### config.mk
export PLATFORM = sky130hd
export DESIGN_NAME = stack_vector_seq
export DESIGN_NICKNAME = d
export VERILOG_FILES = /design/src/rtl/svs_pkg.sv /design/src/rtl/svs_addr_gen.sv /design/src/rtl/svs_index.sv /design/src/rtl/stack_vector_seq.sv
export SDC_FILE = /design/constraint.sdc
export NUM_CORES = 1
export LEC_CHECK = 0
export ABC_AREA = 1
export BUFFER_PORTS_ARGS = -buffer_cell sky130_fd_sc_hd__buf_2
export CORE_MARGIN = 2
export CORE_UTILIZATION = 50
export DETAILED_ROUTE_END_ITERATION = 10
export PLACE_DENSITY = 0.84
export SYNTH_ARGS = -nofsm -noshare
export SYNTH_HDL_FRONTEND = slang
export SYNTH_SLANG_ARGS = --single-unit
### constraint.sdc
create_clock -name clk -period 4.9 [get_ports clk]
set_clock_uncertainty 0.2 [all_clocks]
set_input_delay 0.49 -clock clk [delete_from_list [all_inputs] [get_ports clk]]
set_output_delay 0.49 -clock clk [all_outputs]
set_load 0.02 [all_outputs]
### src/rtl/svs_pkg.sv
// Shared types for the boot vector and stack sequencer.
// Assumes a two-byte address word and byte-wide memory.
package svs_pkg;

    typedef enum logic [3:0] {
        ST_BOOT_H, ST_BOOT_L, ST_BOOT_J, ST_IDLE,
        ST_BASE_H, ST_BASE_L, ST_PUSH,  ST_POP_A, ST_POP_D,
        ST_IRQ_W0, ST_IRQ_W1, ST_VEC_H, ST_VEC_L, ST_VEC_J
    } seq_state_t;

    typedef enum logic [1:0] {
        OP_PUSH, OP_POP, OP_IRQ
    } seq_op_t;

endpackage

### src/rtl/svs_addr_gen.sv
// Stack address generator: base plus the zero-extended index.
// The index may optionally be decremented first (modulo 2**IDX_W).
// Assumes IDX_W <= ADDR_W.
module svs_addr_gen #(
    parameter int ADDR_W = 16,
    parameter int IDX_W  = 8
) (
    input  logic [ADDR_W-1:0] base,
    input  logic [IDX_W-1:0]  idx,
    input  logic              pre_dec,
    output logic [ADDR_W-1:0] addr
);

    logic [IDX_W-1:0] eff_idx;

    // Pick the effective index, wrapping within its own width, then add it to the base.
    always_comb begin
        eff_idx = pre_dec ? idx - IDX_W'(1) : idx;
        addr    = base + ADDR_W'(eff_idx);
    end

endmodule

### src/rtl/svs_index.sv
// Stack index register; counts up or down by one and wraps modulo 2**IDX_W.
// Assumes the controller never asks for both directions at once.
module svs_index #(
    parameter int IDX_W = 8
) (
    input  logic             clk,
    input  logic             rst_n,
    input  logic             inc,
    input  logic             dec,
    output logic [IDX_W-1:0] idx
);

    // Update the index register.
    always_ff @(posedge clk) begin
        if (!rst_n)   idx <= '0;
        else if (inc) idx <= idx + IDX_W'(1);
        else if (dec) idx <= idx - IDX_W'(1);
    end

    // one step per cycle in a single direction
    assert_single_dir_R7: assert property (@(posedge clk) disable iff (!rst_n)
        !(inc && dec));

endmodule

### src/rtl/stack_vector_seq.sv
// Boot vector and stack sequencer.
// Fetches the start vector after reset, and runs push, pop and interrupt entry
// against a byte-wide synchronous memory (one-cycle read latency).
// Stack base (bytes 2-3) and handler (bytes 4-5) are re-read on every use.
// Assumes ADDR_W == 2*DATA_W, with words stored high byte first.
module stack_vector_seq #(
    parameter int DATA_W = 8,
    parameter int ADDR_W = 16,
    parameter int IDX_W  = 8
) (
    input  logic              clk,
    input  logic              rst_n,
    input  logic              req_push,
    input  logic              req_pop,
    input  logic              req_irq,
    input  logic [DATA_W-1:0] push_data,
    output logic [DATA_W-1:0] pop_data,
    output logic [ADDR_W-1:0] pc,
    output logic [IDX_W-1:0]  sp_idx,
    output logic              busy,
    output logic              done,
    output logic [ADDR_W-1:0] mem_addr,
    output logic              mem_rd,
    output logic              mem_wr,
    output logic [DATA_W-1:0] mem_wdata,
    input  logic [DATA_W-1:0] mem_rdata
);
    import svs_pkg::*;

    localparam logic [ADDR_W-1:0] VEC_START_HI = ADDR_W'(0);
    localparam logic [ADDR_W-1:0] VEC_START_LO = ADDR_W'(1);
    localparam logic [ADDR_W-1:0] VEC_BASE_HI  = ADDR_W'(2);
    localparam logic [ADDR_W-1:0] VEC_BASE_LO  = ADDR_W'(3);
    localparam logic [ADDR_W-1:0] VEC_HNDL_HI  = ADDR_W'(4);
    localparam logic [ADDR_W-1:0] VEC_HNDL_LO  = ADDR_W'(5);

    seq_state_t        state, state_nx;
    seq_op_t           op_q;
    logic [DATA_W-1:0] data_q;
    logic [DATA_W-1:0] hi_q;
    logic [DATA_W-1:0] base_lo_q;
    logic [ADDR_W-1:0] stk_base;
    logic [ADDR_W-1:0] stk_addr;
    logic              idx_inc, idx_dec, pre_dec;
    logic              any_req;

    assign any_req = req_push | req_pop | req_irq;
    assign busy    = (state != ST_IDLE);

    // Next-state selection for the sequencer.
    always_comb begin
        state_nx = state;
        case (state)
            ST_BOOT_H: state_nx = ST_BOOT_L;
            ST_BOOT_L: state_nx = ST_BOOT_J;
            ST_BOOT_J: state_nx = ST_IDLE;
            ST_IDLE:   if (any_req) state_nx = ST_BASE_H;
            ST_BASE_H: state_nx = ST_BASE_L;
            ST_BASE_L: state_nx = (op_q == OP_IRQ) ? ST_IRQ_W0 :
                                  (op_q == OP_POP) ? ST_POP_A  : ST_PUSH;
            ST_PUSH:   state_nx = ST_IDLE;
            ST_POP_A:  state_nx = ST_POP_D;
            ST_POP_D:  state_nx = ST_IDLE;
            ST_IRQ_W0: state_nx = ST_IRQ_W1;
            ST_IRQ_W1: state_nx = ST_VEC_H;
            ST_VEC_H:  state_nx = ST_VEC_L;
            ST_VEC_L:  state_nx = ST_VEC_J;
            ST_VEC_J:  state_nx = ST_IDLE;
            default:   state_nx = ST_IDLE;
        endcase
    end

    // State register; reset starts the boot fetch.
    always_ff @(posedge clk) begin
        if (!rst_n) state <= ST_BOOT_H;
        else        state <= state_nx;
    end

    // Latch the winning request and its data when idle (interrupt > pop > push).
    always_ff @(posedge clk) begin
        if (!rst_n) begin
            op_q   <= OP_PUSH;
            data_q <= '0;
        end else if (state == ST_IDLE && any_req) begin
            op_q   <= req_irq ? OP_IRQ : (req_pop ? OP_POP : OP_PUSH);
            data_q <= push_data;
        end
    end

    // Capture the high byte of whichever word is being fetched, and the base low byte for the second interrupt write.
    always_ff @(posedge clk) begin
        if (!rst_n) begin
            hi_q      <= '0;
            base_lo_q <= '0;
        end else begin
            if (state == ST_BOOT_L || state == ST_BASE_L || state == ST_VEC_L)
                hi_q <= mem_rdata;
            if (state == ST_IRQ_W0)
                base_lo_q <= mem_rdata;
        end
    end

    // Program counter, pop result and completion pulse.
    always_ff @(posedge clk) begin
        if (!rst_n) begin
            pc       <= '0;
            pop_data <= '0;
            done     <= 1'b0;
        end else begin
            if (state == ST_BOOT_J || state == ST_VEC_J)
                pc <= {hi_q, mem_rdata};
            if (state == ST_POP_D)
                pop_data <= mem_rdata;
            done <= (state == ST_PUSH) || (state == ST_POP_D) || (state == ST_VEC_J);
        end
    end

    // Stack base: the low byte arrives live in the first stack-access cycle, and comes from its latch afterwards.
    assign stk_base = (state == ST_IRQ_W1) ? {hi_q, base_lo_q} : {hi_q, mem_rdata};
    assign pre_dec  = (state == ST_POP_A);
    assign idx_inc  = (state == ST_PUSH) || (state == ST_IRQ_W0) || (state == ST_IRQ_W1);
    assign idx_dec  = (state == ST_POP_A);

    svs_addr_gen #(.ADDR_W(ADDR_W), .IDX_W(IDX_W)) u_addr (
        .base    (stk_base),
        .idx     (sp_idx),
        .pre_dec (pre_dec),
        .addr    (stk_addr)
    );

    svs_index #(.IDX_W(IDX_W)) u_idx (
        .clk   (clk),
        .rst_n (rst_n),
        .inc   (idx_inc),
        .dec   (idx_dec),
        .idx   (sp_idx)
    );

    // Drive the memory port from the current state.
    always_comb begin
        mem_addr  = '0;
        mem_rd    = 1'b0;
        mem_wr    = 1'b0;
        mem_wdata = '0;
        case (state)
            ST_BOOT_H: begin mem_rd = 1'b1; mem_addr = VEC_START_HI; end
            ST_BOOT_L: begin mem_rd = 1'b1; mem_addr = VEC_START_LO; end
            ST_BASE_H: begin mem_rd = 1'b1; mem_addr = VEC_BASE_HI;  end
            ST_BASE_L: begin mem_rd = 1'b1; mem_addr = VEC_BASE_LO;  end
            ST_VEC_H:  begin mem_rd = 1'b1; mem_addr = VEC_HNDL_HI;  end
            ST_VEC_L:  begin mem_rd = 1'b1; mem_addr = VEC_HNDL_LO;  end
            ST_POP_A:  begin mem_rd = 1'b1; mem_addr = stk_addr;     end
            ST_PUSH:   begin mem_wr = 1'b1; mem_addr = stk_addr; mem_wdata = data_q; end
            ST_IRQ_W0: begin mem_wr = 1'b1; mem_addr = stk_addr; mem_wdata = pc[DATA_W-1:0]; end
            ST_IRQ_W1: begin mem_wr = 1'b1; mem_addr = stk_addr; mem_wdata = pc[ADDR_W-1:DATA_W]; end
            default: ;
        endcase
    end

    // a single access per cycle, and writes only inside an operation
    assert_rw_exclusive_R10: assert property (@(posedge clk) disable iff (!rst_n)
        !(mem_rd && mem_wr));
    assert_write_in_op_R10: assert property (@(posedge clk) disable iff (!rst_n)
        mem_wr |-> busy);

    // completion pulse lands in the first idle cycle
    assert_done_idle_R9: assert property (@(posedge clk) disable iff (!rst_n)
        done |-> (!busy && $past(busy)));

    // the push write step advances the index by one
    assert_push_bump_R2: assert property (@(posedge clk) disable iff (!rst_n)
        (state == ST_PUSH) |=> (sp_idx == IDX_W'($past(sp_idx) + IDX_W'(1))));

    // the pop address step lowers the index by one
    assert_pop_drop_R3: assert property (@(posedge clk) disable iff (!rst_n)
        (state == ST_POP_A) |=> (sp_idx == IDX_W'($past(sp_idx) - IDX_W'(1))));

    // after the second return-address write, the handler high byte is read
    assert_vector_fetch_R6: assert property (@(posedge clk) disable iff (!rst_n)
        (mem_wr && state == ST_IRQ_W1) |=> (mem_rd && mem_addr == VEC_HNDL_HI));

endmodule

### Word level (Yosys, flattened, before mapping)

Cells that the tools add are included.

| storage, ports and cells | value |
|---|---|
| register bits after elaboration | 63 |
| input bits | 21 |
| output and inout port bits | 60 |

| operators by class | value |
|---|---|
| add/subtract/negate cells | 3 |
| eq/ne operators | 17 |
| mux-type cells | 13 |
| bitwise gates (word level) | 2 |
| reductions and logical operators | 12 |

Operators with widths:

| kind | count |
|---|---|
| $pmux W16 S6 | 1 |
| $pmux W4 S10 | 1 |
| $eq A4 B4 Y1 const B | 6 |
| $mux W8 | 3 |
| $pmux W8 S3 | 1 |
| $add A16 B8 Y16 | 1 |
| $eq A4 B3 Y1 const B | 4 |
| $add A8 B1 Y8 const B | 1 |
| $eq A4 B2 Y1 const B | 2 |
| $mux W4 | 2 |
| $sub A8 B1 Y8 const B | 1 |
| $logic_or A1 B1 Y1 | 7 |
| $reduce_or A7 Y1 | 1 |
| $eq A4 B1 Y1 const B | 1 |
| $logic_not A4 Y1 | 1 |
| $mux W1 | 4 |
| $ne A4 B2 Y1 const B | 1 |
| $reduce_or A4 Y1 | 1 |
| $reduce_or A3 Y1 | 1 |
| $eq A2 B1 Y1 const B | 1 |
| $eq A2 B2 Y1 const B | 1 |
| $mux W2 | 1 |
| $ne A2 B2 Y1 const B | 1 |
| $or A1 B1 Y1 | 2 |
| $logic_and A1 B1 Y1 | 1 |

### Logic depth before layout (Yosys ltp)

Gate-level depths: netlist (run 1).

| logic depth | value |
|---|---|
| depth in word-level cells | 4 |
| depth in mapped cells | 24 |
| mapped depth without buffers | 23 |

### Cells and area by module

Synthesis (run 1) repeated with hierarchy kept, for this count alone.

| unflattened totals | value |
|---|---|
| cells, all modules | 628 |
| area total of the unflattened synthesis | 3975.1 µm² |

By module, submodules not included:

| module | instances | cells each | area each (µm²) | sequential area each (µm²) |
|---|---|---|---|---|
| stack_vector_seq | 1 | 377 | 2526.2 | 1101.1 |
| svs_addr_gen | 1 | 158 | 819.5 | 0.0 |
| svs_index | 1 | 93 | 629.4 | 160.2 |

### Least setup slack after synthesis (run 1)

No wires, ideal clock.

| timing | value |
|---|---|
| path type | register to output |
| from | register state[3] |
| to | output port mem_addr[12] |
| arrival time | 2.860 ns |
| required time | 4.210 ns |
| path slack | 1.350 ns |
| cell stages (with the launch flop) | 25 |
| buffers on the path | 1 |
| cells stage by stage | dfxtp_1 -> inv_2 -> nor2_2 -> nand2_2 -> inv_1 -> clkbuf_1 -> nand2_1 -> nand2_1 -> ha_1 -> inv_1 -> fa_1 -> inv_1 -> nand3_1 -> nand2_1 -> nand2_1 -> inv_1 -> or2_2 -> nand2_1 -> nand2_2 -> nand2_2 -> nand2_2 -> nand4_1 -> nand2_1 -> inv_1 -> nor2_1 |

| between the ends | value |
|---|---|
| word-level cells in the longest chain between the ends | 4 |

Ends and longest elaborated chain:

| element | RTL line | text |
|---|---|---|
| start: declaration | stack_vector_seq.sv:37 | `seq_state_t state, state_nx;` |
| start signal: assignment | stack_vector_seq.sv:76 | `else state <= state_nx;` |
| $eq A4 B4 Y1 or $eq A4 B3 Y1 (tied branches) | stack_vector_seq.sv:119, stack_vector_seq.sv:145, stack_vector_seq.sv:120 |  |
| $mux W8 (on tied branches) | stack_vector_seq.sv:119, svs_addr_gen.sv:18 |  |
| $add A16 B8 Y16 | svs_addr_gen.sv:19 | `addr = base + ADDR_W'(eff_idx);` |
| $pmux W16 S6 * | stack_vector_seq.sv:145 | `case (state)` |
| end: declaration | stack_vector_seq.sv:22 | `output logic [ADDR_W-1:0] mem_addr,` |

Mark *: on every way between the ends. The rest lies on a longest branch, timed or not.

### Worst setup path after layout (run 1)

| timing | value |
|---|---|
| from | register state[3] |
| to | output port mem_addr[10] |

Same word-level chain as after synthesis.

==> results by group, run 1 <==
Run status
  – Status: finished, final reports clean

Yosys
  – Compound-Gate Fraction of Synth Area: between 10% and 20%
  – Mux cell area share after synthesis: 0%
  – Synth async-reset ratio: 0%
  – Main area contributors after synthesis: dfxtp_1 34%, nand2_1 11%, nor2_1 10%, o21ai_0 8.2%, inv_1 6.2%
  – Post-Syn Area: approximately 3700 µm²
  – Post-Synth XOR/XNOR Area: 2.13%
  – Syn Nets: ~600
  – Avg Cell Area, Syn: 6.56 µm²
  – Top-count cell post-synth: nand2_1
  – Syn Inst Count: 565
  – Post-synthesis register bit count: 63
  – Number of synthesis warnings: 0
  – Unique masters post-synth: 40
  – Sequential share of the synthesized area: 34.0%
  – Share of the synthesized area in the top cell type: 34.0%
  – Post-synth top cells: 107 x nand2_1, 100 x nor2_1, 63 x dfxtp_1, 61 x inv_1, 61 x o21ai_0
  – Ys flop type: dfxtp_1
  – Largest family of logic cells by synthesized area: simple AND/OR/NAND/NOR gates
  – Post-synth EDFFs: 0
  – Synth area leader: dfxtp_1
  – Synth Area in Simple Gates: 33.1%
  – Synth Area in Adders: 3.58%

Placement
  – Gp weighted congestion: 0.877
  – Dpl cell area: 4140 µm²
  – HPWL after DPL: 7540 µm
  – Buffers on Ports: 80

Route
  – Detailed-route wire length: 10100 µm
  – Via count: 3956
  – Residual DRC: 0
  – DRT Pass-1 Iters: 5
  – Post-DRT Antenna Nets: 0
  – Routed vias/inst: 5.32
  – Wire length per cell: about 14 µm
  – Initial DRC Count: 215

Critical path
  – Worst Path Arrival: between 3 and 4 ns
  – Crit path capture type: primary output
  – CP max stage cell: dfxtp_1
  – Critical path launch point type: flip-flop
  – CP dominant cell by count: nand2_1
  – CP max stage delay: about 0.44 ns
  – Crit path max-delay family: simple AND/OR/NAND/NOR gates
  – CP bufs+invs: 6
  – CP Max Fanout: 14
  – Crit path required time: 4.21 ns
  – Critical path, cell by cell: inv_2, nor2_2, nand2_2, inv_1, nand2_1, nand2_1, ha_1, inv_1, fa_1, inv_1, nand3_1, nand2_1, nand2_1, inv_1, or2_2, nand2_1, nand2_2, nand2_2, a21oi_4, nand2_1, a21oi_2, buf_2
  – Worst setup path category: flip-flop to primary output

Final layout
  – Multi-input gate area: roughly 2100 µm²
  – P&R area growth vs syn: 16.7%
  – Filler cells: 697
  – Inserted Diodes: 0
  – Final core occ: 60.0%
  – Reg area: 1260 µm²
  – Design area: 4330 µm²
  – Final #Nets: 670
  – Layout cell share with drive strength beyond 1: 20.8%

Timing
  – RSZ-0062 raised after global routing: false
  – Hold Fails Final Rpt: 0
  – Max_slew headroom: 47.8%
  – Period utilization: 88.9%
  – Final max-slew violation count: 0
  – Fmax: 0.230 GHz
  – Final setup viols: 0
  – Slew at the pin closest to its max-slew limit: 0.783 ns
  – Setup_tns: 0 ns
  – Fin crit period: 4.36 ns

Clock tree
  – Postcts setup bufs: 0
  – TritonCTS clock tree: done
  – Num Clock Sinks: 63
  – Worst-path clk slew: 0.07 ns
  – Clk_lat worst skew: 0.35 ns
  – Number of buffers created by CTS: 9
  – Resized cells post-CTS: 0
  – Bufs on Longest Clock Path: 2
  – H-tree Lvls: 3
  – Root buf cell: clkbuf_8
  – Hold_buf cts: 0

GRT
  – Largest net degree at the start of global routing: 55
  – Total track usage: approximately a quarter
  – Global route overflow: 0
  – Vias in the first global route: roughly 3600
  – First-pass GRT wire length: 16900 µm
  – Initial antenna violation count: 0

Floorplan
  – Die height: 90.1 µm
  – Core area: 7210 µm²
  – Starting Density: 51.4%
  – Full die area: roughly 8100 µm²
  – IO Pins: 81
  – Site Rows: 31
  – Die Wd: 90.1 µm

Power
  – Leakage power: 2.16 nW
  – Power Dens Cells: 324 nW/µm²
  – Peak supply drop: 0.000162 V

Min path
  – Hold WC Path Type: input port to flip-flop

Run
  – Number of max-cap violations: 0
==> cell families after synthesis <==
family / Yosys count
DFF: 63
and+or+nand+nor: 278
adders and majority gates: 10
xor gates and xnor gates: 9
buffers and inverters: 87
AOI/OAI and AO/OA: 118
==> worst min-delay path, cell delays in order <==
cell     delay (ns)
buf_2          0.07
o21ai_0        0.07
nor2_1         0.07
==> sequential cells by signal (all words and copies together) (netlist names), named ones only <==
signal     count
done           1
data_q         8
op_q           2
pop_data       8
pc            16
hi_q           8
state          4
base_lo_q      8
u_idx.idx      6
==> through the flow <==
step                cells  setup slack (ns)  total power [W]  hold slack (ns)
floorplan             565              1.35         0.000871            0.225
CTS                   743             0.604          0.00140            0.183
global route          743             0.176          0.00147            0.194
global placement      727              1.15         0.000968            0.255
detailed placement    727              1.03         0.000980            0.251
finish                743             0.544          0.00140            0.184
==> cells in the final DEF, fill, tap and decap left out, types with 6 or more instances in the layout <==
cell,Yosys,final
nand2_1,107,107
nor2_1,100,100
buf_2,1,80
dfxtp_1,63,63
inv_1,61,61
o21ai_0,61,61
a21oi_1,36,36
nand3_1,29,29
nand2_2,11,11
clkbuf_8,0,11
nor3_1,9,9
ha_1,9,9
xor2_1,8,8
inv_2,7,7
nor2_2,6,6
==> path summary, 6_finish.rpt <==
| kind | slack (ns) | to | cells after the start | start |
|---|---|---|---|---|
| hold reg to reg | 0.26 | base_lo_q[7] | 2 | base_lo_q[7] |
| setup reg to reg | 2.42 | u_idx.idx[7] | 11 | state[0] |
| hold / removal | 0.18 | data_q[4] | 3 | push_data[4] |
| setup / recovery | 0.54 | mem_addr[10] | 22 | state[3] |
==> layout make-up <==
class	count	area share, %
Multi-Input combinational cell	415	48.4
Timing Repair Buffer	80	9.25
Inverter	70	6.07
Clock buffer	12	3.58
Tap cell	99	2.86
Sequential cell	63	29.1
Clock inverter	4	0.665
==> per-layer routing <==
layer  routed length [µm]  share of wire [%]  global-route usage [%]
met5                    0                  0                       0
met1                 4340                 43                    32.0
met2                 4740                 47                    42.2
met4                  189                1.9                    7.18
met3                  822                8.1                    7.12
==> where the power goes <==
group          switching (W)  internal (W)
clock               0.000213      0.000212
combinational       0.000247      0.000107
sequential         0.0000510      0.000572
total               0.000511      0.000891
Power figures use the tool's default switching activity.
==> inputs of run 2 (changes only) <==
--- a/config.mk
+++ b/config.mk
@@ -5,7 +5,6 @@
 export SDC_FILE = /design/constraint.sdc
 export NUM_CORES = 1
 export LEC_CHECK = 0
-export ABC_AREA = 1
 export BUFFER_PORTS_ARGS = -buffer_cell sky130_fd_sc_hd__buf_2
 export CORE_MARGIN = 2
 export CORE_UTILIZATION = 50
==> run 2 against run 1 <==
Power decreased by 15%. Critical path depth decreased by 11. Hold slack improved by 0.0037 ns. Via count decreased by 4.4%. Setup slack got worse by 0.29 ns. Final cell count decreased by 13%. First-iteration DRC count increased by 49%. Largest power group unchanged.
==> results by group, run 2 <==
Yosys
  – Avg Cell Area, Syn: 8.13 µm² (+24%)
  – Top-count cell post-synth: dfxtp_1
  – Main area contributors after synthesis: dfxtp_1 33%, mux2i_1 10%, nor2_1 6.1%, nand2_1 5.2%, a21oi_1 3.9%
  – Synth async-reset ratio: 0% (unchanged)
  – Sequential share of the synthesized area: 33.0% (-1.0 points)
  – Post-Syn Area: 3820 µm² (+3.1%)
  – Syn Inst Count: 470 (-17%)
  – Synth area leader: dfxtp_1
  – Ys flop type: dfxtp_1
  – Unique masters post-synth: 67 (+68%)
  – Post-synthesis register bit count: 63 (unchanged)
  – Syn Nets: 501 (-16%)
  – Number of synthesis warnings: 0 (unchanged)
  – Post-synth top cells: 63 x dfxtp_1, 62 x nor2_1, 53 x nand2_1, 38 x mux2i_1, 30 x a21oi_1
  – Share of the synthesized area in the top cell type: 33.0% (-1.0 points)
  – Post-synth EDFFs: 0 (unchanged)

Route
  – Via count: 3782 (-4.4%)
  – Post-DRT Antenna Nets: 0 (unchanged)
  – Routed vias/inst: 5.85 (+9.8%)
  – Detailed-route wire length: 10500 µm (+3.6%)
  – Initial DRC Count: 320 (+49%)
  – Wire length per cell: 16.2 µm (+19%)
  – DRT Pass-1 Iters: 6 (+1)
  – Residual DRC: 0 (unchanged)

Critical path
  – Reg2reg path depth: 6 (-5)
  – CP max stage cell: dfxtp_1
  – CP max stage delay: 0.63 ns (+0.19 ns)
  – CP Max Fanout: 15 (+1)
  – Crit path capture type: primary output
  – Worst Path Arrival: 3.96 ns (+0.29 ns)
  – Critical path, cell by cell: and4bb_1, buf_4, mux2_2, ha_1, o21a_1, o31a_1, o32ai_1, a21oi_1, o2111ai_1, mux2i_1, buf_2
  – Worst setup path category: flip-flop to primary output
  – CP bufs+invs: 2 (-4)
  – Crit path max-delay family: compound AO/OA/AOI/OAI gates
  – WP depth: 11 (-50%)
  – Crit path required time: 4.21 ns (about the same)
  – Critical path launch point type: flip-flop

Floorplan
  – Full die area: 8360 µm² (+3.0%)
  – Core area: 7330 µm² (+1.6%)
  – Die height: 91.4 µm (+1.5%)
  – Starting Density: 52.1% (+0.75 points)
  – Die Wd: 91.4 µm (+1.5%)
  – Site Rows: 31 (unchanged)
  – IO Pins: 81 (unchanged)

Timing
  – Setup_tns: 0 ns (unchanged)
  – Max_slew headroom: 31.1% (-17 points)
  – Fmax: 0.215 GHz (-6.3%)
  – RSZ-0062 raised after global routing: false
  – Period utilization: 94.8% (+5.9 points)
  – Slew at the pin closest to its max-slew limit: 1.03 ns (+0.251 ns)
  – Final max-slew violation count: 0 (unchanged)
  – Hold Fails Final Rpt: 0 (unchanged)
  – Final setup viols: 0 (unchanged)
  – Fin crit period: 4.65 ns (+0.291 ns)

Final layout
  – Reg with most FFs: pc
  – P&R area growth vs syn: 17.7%
  – Final #Nets: 574 (-14%)
  – Most frequent cells in the layout: 80 x buf_2, 63 x dfxtp_1, 62 x nor2_1, 53 x nand2_1, 38 x mux2i_1
  – Cell Count, Final, Fillers Out: 647 (-13%)
  – Commonest non-fill, non-tap cell in the layout: buf_2
  – Layout cell share with drive strength beyond 1: 22.8% (+2.0 points)
  – Reg area: 1260 µm² (unchanged)
  – Multi-input gate area: 2350 µm² (+12%)
  – Filler cells: 637 (-8.6%)
  – Largest register FFs: 16 (unchanged)
  – Inserted Diodes: 0 (unchanged)

Placement
  – Buffers on Ports: 80 (unchanged)
  – Gp weighted congestion: 0.967 (+10%)
  – Placed Cells: 631 (-13%)
  – HPWL after DPL: 7650 µm (+1.4%)

GRT
  – First-pass GRT wire length: 16800 µm (-0.57%)
  – Vias in the first global route: 3501 (-4.0%)
  – Total track usage: 24.9% (-0.34 points)
  – Global route overflow: 0 (unchanged)
  – Initial antenna violation count: 0 (unchanged)
  – Largest net degree at the start of global routing: 47 (-15%)

Clock tree
  – Bufs on Longest Clock Path: 2 (unchanged)
  – Root buf cell: clkbuf_8
  – TritonCTS clock tree: done
  – H-tree Lvls: 3 (unchanged)
  – Postcts setup bufs: 0 (unchanged)
  – Resized cells post-CTS: 0 (unchanged)
  – Clk_lat worst skew: 0.33 ns (-0.02 ns)
  – Num Clock Sinks: 63 (unchanged)
  – Number of buffers created by CTS: 9 (unchanged)
  – Worst-path clk slew: 0.08 ns (about the same)
  – Hold_buf cts: 0 (unchanged)

Power
  – Peak supply drop: 0.000211 V (+30%)
  – Power Dens Cells: 264 nW/µm² (-18%)
  – Leakage power: 1.96 nW (-9.1%)

Run status
  – Status: finished, final reports clean

Run
  – Number of max-cap violations: 0 (unchanged)

Min path
  – Hold Path Cell Cnt: 3 (unchanged)
  – Hold WC Path Type: input port to flip-flop
## run 2: cell count changes after synthesis, sizes merged, moves of 8 or more
cell and delta:
nand2 -66, o21ai -48, inv -45, nor2 -45, mux2i +38, nand3 -23, xnor2 +12, a222oi +8
and3 +8
## run 2: per-layer routing
layer | vias up | share of wire, % | GRT usage (%)
li1 | 1817 | - | -
met2 | 173 | 46 | 40.9
met5 | - | 0 | 0
met1 | 1770 | 44 | 32.3
met4 | 0 | 2.5 | 9.34
met3 | 22 | 7.4 | 4.90
## run 2: logic make-up (layout without fill, tap and decap cells)
kind of cell | Yosys count | after routing | share of synthesized area (%)
and+or+nand+nor | 179 | 179 | 22.8
AOI/OAI and AO/OA | 99 | 99 | 17.8
DFF | 63 | 63 | 33.0
buffers and inverters | 53 | 131 | 5.70
muxes | 45 | 45 | 12.0
xor gates and xnor gates | 19 | 19 | 4.71
adders and majority gates | 12 | 12 | 3.99
## run 2: metrics by stage
step	hold WS (ns)	total power (W)	instance area (µm²)	utilization, %	setup WS (ns)
detailed placement	0.246	0.000746	4310	58.7	0.694
global route	0.171	0.00124	4500	61.4	0.00448
global placement	0.242	0.000741	4310	58.7	0.832
floorplan	0.233	0.000687	3820	-	1.03
finish	0.187	0.00119	4500	61.4	0.252
CTS	0.177	0.00119	4500	61.4	0.313
## run 2: worst register-to-register path, cell delays in order, from the launching register on
cell and delay (ns):
dfxtp_1 0.54, nand4bb_1 0.44, o21ai_1 0.13, buf_4 0.21
nor2_1 0.74, xnor2_1 0.20, nor2_1 0.05
## run 2: worst paths after layout
| check | from | to | slack [ns] |
|---|---|---|---|
| setup / recovery | state[3] | mem_addr[10] | 0.25 |
| hold / removal | push_data[4] | data_q[4] | 0.19 |
| setup reg to reg | state[2] | u_idx.idx[0] | 2.26 |
| hold reg to reg | pop_data[0] | pop_data[0] | 0.25 |
## run 2: area by class of cell
type / count / area share, %
timing repair buffer: 90 / 10.6
inverter: 25 / 2.09
tap: 99 / 2.75
clock buffer: 9 / 2.75
sequential: 63 / 28.0
multi-input combinational: 354 / 52.3
clock inverter: 7 / 1.56
## run 2: power by group
group | switching [W] | internal [W] | leakage [nW]
logic | 0.000112 | 0.0000715 | 1.35
registers | 0.0000250 | 0.000530 | 0.510
clock network | 0.000215 | 0.000236 | 0.0998
